## config.mk

```make
export PLATFORM = sky130hd
export DESIGN_NAME = irq_prio_ctrl
export DESIGN_NICKNAME = d
export VERILOG_FILES = /design/src/rtl/irq_prio_ctrl.sv
export SDC_FILE = /design/constraint.sdc
export NUM_CORES = 1
export LEC_CHECK = 0
export ABC_AREA = 0
export BUFFER_PORTS_ARGS = -buffer_cell sky130_fd_sc_hd__buf_2
export CAP_MARGIN = 20
export CORE_MARGIN = 2
export CORE_UTILIZATION = 60
export CTS_CLUSTER_SIZE = 24
export DETAILED_ROUTE_END_ITERATION = 8
export PLACE_DENSITY = 0.81
export SKIP_LAST_GASP = 1
export SYNTH_ARGS = -nofsm -noshare
export SYNTH_HDL_FRONTEND = slang
export SYNTH_SLANG_ARGS = --single-unit
export TNS_END_PERCENT = 30
```

## constraint.sdc

```tcl
create_clock -name clk -period 86.2 [get_ports clk]
set_clock_uncertainty 0.15 [all_clocks]
set_input_delay 4.31 -clock clk [delete_from_list [all_inputs] [get_ports clk]]
set_output_delay 4.31 -clock clk [all_outputs]
set_load 0.005 [all_outputs]
```

## src/rtl/irq_prio_ctrl.sv

```systemverilog
module irq_prio_ctrl #(
  parameter int N_INT  = 23,
  parameter int N_EXT  = 4,
  parameter int PRIO_W = 3,
  parameter int ADDR_W = 4,
  parameter int DATA_W = 32
) (
  input  logic              clk,
  input  logic              rst_n,
  input  logic [N_INT-1:0]  int_src,
  input  logic [N_EXT-1:0]  ext_pin,
  input  logic              fiq_n,
  input  logic              reg_we,
  input  logic [ADDR_W-1:0] reg_addr,
  input  logic [DATA_W-1:0] reg_wdata,
  output logic [DATA_W-1:0] reg_rdata,
  output logic              irq,
  output logic              fiq
);
  localparam int N_SRC   = N_INT + N_EXT;
  localparam int ID_W    = 5;
  localparam int FLD_W   = 4;
  localparam int PER_W   = 8;
  localparam int CLR_FIQ = DATA_W - 1;
  localparam logic [ID_W-1:0]   NONE_ID = '1;
  localparam logic [ADDR_W-1:0] A_EN = 0, A_PEND = 1, A_CLR = 2, A_CFG = 3,
                                A_WIN = 4, A_FIQ = 5, A_PRIO = 8;

  logic [N_SRC-1:0]  en;
  logic [PRIO_W-1:0] prio [N_SRC];
  logic [N_EXT-1:0]  cfg_edge, cfg_pol;
  logic [N_EXT-1:0]  s1, s2, s3, lat, det;
  logic              f1, f2, f3, fiq_lat;
  logic [N_SRC-1:0]  pend;
  logic [PRIO_W-1:0] best_p;
  logic [ID_W-1:0]   win_id;

  wire wr_clr = reg_we && (reg_addr == A_CLR);
  wire fiq_det = f3 && !f2;

  always_ff @(posedge clk or negedge rst_n) begin
    if (!rst_n) begin
      en       <= '0;
      cfg_edge <= '0;
      cfg_pol  <= '0;
      for (int n = 0; n < N_SRC; n++) prio[n] <= '0;
    end else if (reg_we) begin
      if (reg_addr == A_EN) en <= reg_wdata[N_SRC-1:0];
      if (reg_addr == A_CFG)
        for (int k = 0; k < N_EXT; k++) begin
          cfg_edge[k] <= reg_wdata[2*k];
          cfg_pol[k]  <= reg_wdata[2*k+1];
        end
      for (int n = 0; n < N_SRC; n++)
        if (reg_addr == ADDR_W'(int'(A_PRIO) + n / PER_W))
          prio[n] <= reg_wdata[FLD_W*(n % PER_W) +: PRIO_W];
    end
  end

  always_ff @(posedge clk or negedge rst_n) begin
    if (!rst_n) begin
      s1 <= '1; s2 <= '1; s3 <= '1;
      f1 <= 1'b1; f2 <= 1'b1; f3 <= 1'b1;
    end else begin
      s1 <= ext_pin; s2 <= s1; s3 <= s2;
      f1 <= fiq_n;   f2 <= f1; f3 <= f2;
    end
  end

  generate
    for (genvar k = 0; k < N_EXT; k++) begin : g_ext
      assign det[k] = cfg_pol[k] ? (s2[k] && !s3[k]) : (!s2[k] && s3[k]);

      always_ff @(posedge clk or negedge rst_n) begin
        if (!rst_n) lat[k] <= 1'b0;
        else if (cfg_edge[k] && det[k]) lat[k] <= 1'b1;
        else if (wr_clr && reg_wdata[N_INT+k]) lat[k] <= 1'b0;
      end

      assign pend[N_INT+k] = cfg_edge[k] ? lat[k] : !(s2[k] ^ cfg_pol[k]);


      ext_latch_edge_mode_chk: assert property (@(posedge clk) disable iff (!rst_n)
        $rose(lat[k]) |-> $past(cfg_edge[k]));

      ext_latch_clear_chk: assert property (@(posedge clk) disable iff (!rst_n)
        (wr_clr && reg_wdata[N_INT+k] && !(cfg_edge[k] && det[k])) |=> !lat[k]);
    end
  endgenerate

  assign pend[N_INT-1:0] = int_src;

  always_ff @(posedge clk or negedge rst_n) begin
    if (!rst_n) fiq_lat <= 1'b0;
    else if (fiq_det) fiq_lat <= 1'b1;
    else if (wr_clr && reg_wdata[CLR_FIQ]) fiq_lat <= 1'b0;
  end
  assign fiq = fiq_lat;

  always_comb begin
    best_p = '0;
    win_id = NONE_ID;
    for (int n = 0; n < N_SRC; n++)
      if (en[n] && pend[n] && prio[n] > best_p) begin
        best_p = prio[n];
        win_id = ID_W'(n);
      end
  end
  assign irq = (best_p != '0);

  always_comb begin
    reg_rdata = '0;
    case (reg_addr)
      A_EN:   reg_rdata[N_SRC-1:0] = en;
      A_PEND: reg_rdata[N_SRC-1:0] = pend;
      A_CFG:
        for (int k = 0; k < N_EXT; k++) begin
          reg_rdata[2*k]   = cfg_edge[k];
          reg_rdata[2*k+1] = cfg_pol[k];
        end
      A_WIN:  reg_rdata[ID_W-1:0] = win_id;
      A_FIQ:  reg_rdata[0] = fiq_lat;
      default:
        for (int n = 0; n < N_SRC; n++)
          if (reg_addr == ADDR_W'(int'(A_PRIO) + n / PER_W))
            reg_rdata[FLD_W*(n % PER_W) +: PRIO_W] = prio[n];
    endcase
  end


  fiq_sets_on_fall_chk: assert property (@(posedge clk) disable iff (!rst_n)
    $rose(fiq) |-> $past(f3 && !f2));

  fiq_sticky_chk: assert property (@(posedge clk) disable iff (!rst_n)
    (fiq && !(wr_clr && reg_wdata[CLR_FIQ])) |=> fiq);

  irq_has_source_chk: assert property (@(posedge clk) disable iff (!rst_n)
    irq |-> (|(pend & en)));

  winner_in_range_chk: assert property (@(posedge clk) disable iff (!rst_n)
    irq |-> (win_id < ID_W'(N_SRC)));
endmodule

```

---- Word level (Yosys, flattened, before mapping) ----
Index checks and enable logic that the tools add are counted.
word-level totals
  bits in read-only memories .............. 0
  bits in latches ......................... 0
  output and inout bits ................... 34
  memories ................................ 0
  RAM bits ................................ 0
  bits of input ports ..................... 67
  register bits after elaboration ......... 136
  word-level logic and storage cells ...... 298
operators by class
  magnitude comparators ................... 27
  bitwise operators ....................... 4
  add/sub/neg operators ................... 0
  shifts and indexed selects .............. 0
  reductions and logical operators ........ 102
  div/mod/pow operators ................... 0
  eq/ne operators ......................... 9
  multiplexer cells ....................... 115
  multipliers ............................. 0
operators with widths
  kind                                                                              number
  3-bit two-way mux                                                                 55
  5-bit two-way mux                                                                 27
  3-bit greater-than comparator                                                     26
  1-bit logical AND                                                                 73
  3-bit one-hot mux with 3 select lines                                             5
  1-bit two-way mux                                                                 18
  4-bit equality test (second input constant)                                       4
  1-bit logical NOT                                                                 13
  2-bit AND reduction                                                               6
  1-bit one-hot mux with 5 select lines                                             2
  2-bit one-hot mux with 5 select lines                                             1
  2-bit nonzero test                                                                5
  4-bit by 2-bit equality test with 1-bit output (second input constant)            2
  4-bit by 3-bit equality test with 1-bit output (second input constant)            2
  1-bit one-hot mux with 2 select lines                                             4
  2-bit one-hot mux with 4 select lines                                             1
  5-bit OR reduction                                                                1
  4-bit by 1-bit equality test with 1-bit output (second input constant)            1
  4-bit logical NOT                                                                 1
  1-bit one-hot mux with 4 select lines                                             1
  1-bit bitwise XOR                                                                 4
  3-bit by 1-bit greater-than comparator with 1-bit output (second input constant)  1
  1-bit one-hot mux with 3 select lines                                             1
  3-bit nonzero test                                                                1
  2 further kinds                                                                   2

---- Longest topological paths before layout ----
  depth after elaboration ................. 82
  depth in mapped cells ................... 182
  mapped depth without buffers ............ 182

---- Worst setup path before layout ----
Ideal clock, no wire load.
  path kind ............................... input to output
  start ................................... in int_src[0]
  end ..................................... out reg_rdata[0]
  required time ........................... 81.740 ns
  stages on the path ...................... 177
  path slack .............................. 44.997 ns
  path buffers ............................ 0
  arrival ................................. 36.743 ns
  path through ............................ and3_1 -> inv_1 -> ha_1 -> nand3_1 -> o31ai_4 -> nor2_1 -> mux2_2 -> ha_1 -> nor2_1 -> a21oi_1 -> a311oi_1 -> mux2_2 -> ha_1 -> nor2_1 -> and2_1 -> a41oi_1 -> a211o_1 -> a31o_2 -> (+141 left out) -> maj3_1 -> a21o_1 -> nand2_1 -> o21a_1 -> ha_1 -> nand3_1 -> nand3_1 -> nor2_1 -> a211o_1 -> o221a_4 -> ha_1 -> inv_1 -> a21o_1 -> a21oi_1 -> nor2_1 -> inv_1 -> nand2_1 -> o41ai_1
on the way
  word-level cells in the longest chain between the ends .. 82
  elaborated cells on any way between the ends .. 108
  classes of those cells .................. 26 x order compare; 54 x mux; 28 x reduce/logical
ends and longest elaborated chain
  element                                    RTL line  source
  start, declared                            10        input logic [N_INT-1:0] int_src,
  1-bit logical AND (2 in a row)             104       if (en[n] && pend[n] && prio[n] > best_p) begin
  3-bit two-way mux                          104
  3-bit greater-than comparator              104
  1-bit logical AND                          104
  3-bit two-way mux                          104
  3-bit greater-than comparator              104
  1-bit logical AND                          104
  3-bit two-way mux                          104
  (+65 left out)                             -
  3-bit two-way mux                          104
  3-bit greater-than comparator              104
  1-bit logical AND                          104
  3-bit two-way mux                          104
  3-bit greater-than comparator              104
  1-bit logical AND                          104
  5-bit two-way mux                          104
  1-bit one-hot mux with 5 select lines (*)  113       case (reg_addr)
  end, declared                              16        output logic [DATA_W-1:0] reg_rdata,
Every way passes the cells marked *; elsewhere a longest branch is shown, timed or not.

---- Worst setup path in the final report ----
Ends and elaborated chain as after synthesis.

==> impl_results.md <==
* Status: finished with violations
* Failing checks: design-rule violations
* Hold Crit Class: flop to flop
* Total grt overflow at 0
* Initial antenna violation count at 0
* Effective utilization at floorplan at 61.0%
* Nature of the critical path startpoint: input port
* Fin. max-slew vios at 0
* Inserted Diodes at 0
* Chip Width at 133 microns
* Pwr per Cell Area at 32.2 nW/um^2
* # nets final at 1,286
* Post-cts resize count at 0
* DR top layer: met4
* Setup TNS at 0 ns
* Setup bufs post-CTS at 0
* Num ports at 101
* WL met2 at 14.8 mm
* Max Freq at 21.3 MHz
* DR pass1 iterations at 9
* DR iter-0 viols at 1,363
* Slew margin rel. at 39.8%
* DR WL/cell at 23.1 microns
* Ys flop type: dfrtp_1
* ANT nets after route at 0
* Synthesis-stage register bit count at 136
* Drt total wl at 32.9 mm
* Worst Hold Slack at 0.206 ns
* CP Class: input port to primary output
* RSZ-0062 raised after global routing: no
* Gpl congestion at 0.984
* DRC at 1
* Clock Pin Slew Worst Setup and Hold Paths at 0.06 ns
* Final Non-Filler Cells at 1,420
* Metal1 wirelength at 12.9 mm
* Num CTS Buffers at 17
* Syn Inst Count at 1,098
* H-Tree Depth at 4
* Final Cycle Share at 54.4%
* Unique cell type count in the Yosys netlist at 95
* Vias in the first global route at 9,456
* DPL Wire Length at 24.0 mm
* CP Capture Type: primary output
* DIE AREA at 17,800 sq um
* WP data required at 81.74 ns
* EDFF count, synth at 0
* Clk sink count at 136
* Syn Area/Cell at 9.15 sq um
* VDD IR max at 0.0184 mV
* Worst-path maximum fanout at 7
* PortBufs at 97
* Async SR Flop Fraction at 100%
* CTS tree: done
* Global-route wire length before repair at 51.1 mm
* Seq/Total Area, Yosys at 34.0%
* Setup ws final at 39.31 ns
* Vias/cell at 6.99
* Worst slew pin tran at 0.896 ns
* Die Height at 133 microns
* Clock Path Buffers at 2
* Hold Buf Count CTS at 0
* Max-cap violations at 0
* Final hold violation count at 0
* Post-route cell area at 11,300 sq um
* Row cnt at 47
* Dpl ws at 40.35 ns
* Clk root buf: clkbuf_16
* Min cycle time layout at 46.89 ns
* Slowest CP cell: or4b_4
* CP peak stage delay at 0.54 ns
* Area after DPL at 10,800 sq um
* Worst-skew pair later-pin latency at 0.44 ns
* Placed Cells at 1,387
* Routed wl met3 at 3.38 mm
* Worst path arrival time at 42.43 ns
* Top post-synthesis cells by area: dfrtp_1 (30%), mux2_2 (14%), ha_1 (4.0%)
* Layout area overhead at 12.5%
* Largest net degree at the start of global routing at 71
* Leak at 5.10 nW
* Gr usage total at 37.3%
* Total number of vias at 9,931
* Yosys top cell area share at 30.1%
* Area leader, netlist: dfrtp_1
* Mapped cell area at 10,100 sq um
* Synth warnings at 0
* Core area at 16,500 sq um
* Share of post-route cells with drive strength above 1 at 26.3%
* Final setup viols at 0
[worst paths after layout]
path                            cells past startpoint  slack (ns)           end        from
min in group asynchronous                           1        3.71        en[18]       rst_n
max in group asynchronous                           2       80.84         en[2]       rst_n
worst min-delay path                                0        0.21         s2[2]       s1[2]
worst max-delay path                              179       39.31  reg_rdata[0]  int_src[0]
worst min register to register                      0        0.21         s2[2]       s1[2]
worst max register to register                      4       84.96        lat[1]       s2[1]
[kinds of logic (layout without fill, tap and decap cells)]
group	after synthesis	after routing	synth area share, %
AO/OA/AOI/OAI	340	340	25.7
XOR/XNOR	4	4	0.349
adder cells (fa/ha/maj)	40	40	4.78
buffers and inverters	98	199	3.86
flip-flops	136	136	34.0
multiplexers	126	126	14.1
other	1	2	0.0373
AND/OR/NAND/NOR	353	353	17.1
[placed cells by master (no fill, tap or decap), types with 18 or more instances in the layout]
| cell | instances |
|---|---|
| nor2_1 | 75 |
| a22oi_1 | 21 |
| nand3_1 | 56 |
| a31oi_1 | 18 |
| nand2_1 | 103 |
| nor3_1 | 26 |
| dfrtp_1 | 121 |
| and3_1 | 19 |
| inv_1 | 58 |
| mux2_2 | 123 |
| buf_2 | 97 |
| o21ai_0 | 46 |
| a222oi_1 | 21 |
| ha_1 | 32 |
| a21oi_1 | 53 |
[cell usage after synthesis, drive strengths merged (9+ instances only)]
master  instances
mux2          123
dfrtp         121
nand2         103
nor2           78
inv            58
nand3          56
a21oi          54
o21ai          49
clkbuf         33
ha             32
nor3           28
a222oi         21
a22oi          21
and3           19
a211oi         18
a31oi          18
a221oi         17
and2           17
dfstp          15
a21o           14
nand2b         13
o211ai         13
a22o           12
o31ai          12
nand4           9
[metal layers]
metal,global-route usage [%],up-vias
met2,57.8,592
met5,0,-
met3,8.68,128
met1,48.5,4792
li1,-,4419
met4,20.6,0
[through the flow]
step                util, %  power [mW]
floorplan                 -       0.239
global placement       65.3       0.282
detailed placement     65.3       0.289
CTS                    68.6       0.359
global route           68.7       0.388
finish                 68.7       0.364
[registers in the layout, indices dropped and copies added, names as in the netlist]
| name | count |
|---|---|
| prio | 81 |
| en | 27 |
| cfg_edge | 4 |
| cfg_pol | 4 |
| lat | 4 |
| s1 | 4 |
| s2 | 4 |
| s3 | 4 |
| f1 | 1 |
| f2 | 1 |
| f3 | 1 |
| fiq | 1 |
[where the power goes]
part | total, mW | internal [mW] | switching [mW]
clock network | 0.0687 | 0.0373 | 0.0314
logic | 0.193 | 0.0837 | 0.110
registers | 0.102 | 0.0777 | 0.0240
total | 0.364 | 0.199 | 0.165
[area by class of cell]
cell class                 count  area (sq um)
multi-input combinational    865          6270
timing repair buffer         109           579
fill                        1318          5160
tap                          220           275
clock inverter                15           119
sequential                   136          3420
inverter                      58           218
clock buffer                  17           425
[worst max-delay path: cells and delay by family]
kind                     cells  cell delay [ns]
buffers and inverters        9             0.95
AND/OR/NAND/NOR             56             8.64
multiplexers                 7             2.48
AO/OA/AOI/OAI               73            16.55
adder cells (fa/ha/maj)     34             9.42
(Power assumes the default switching activity.)
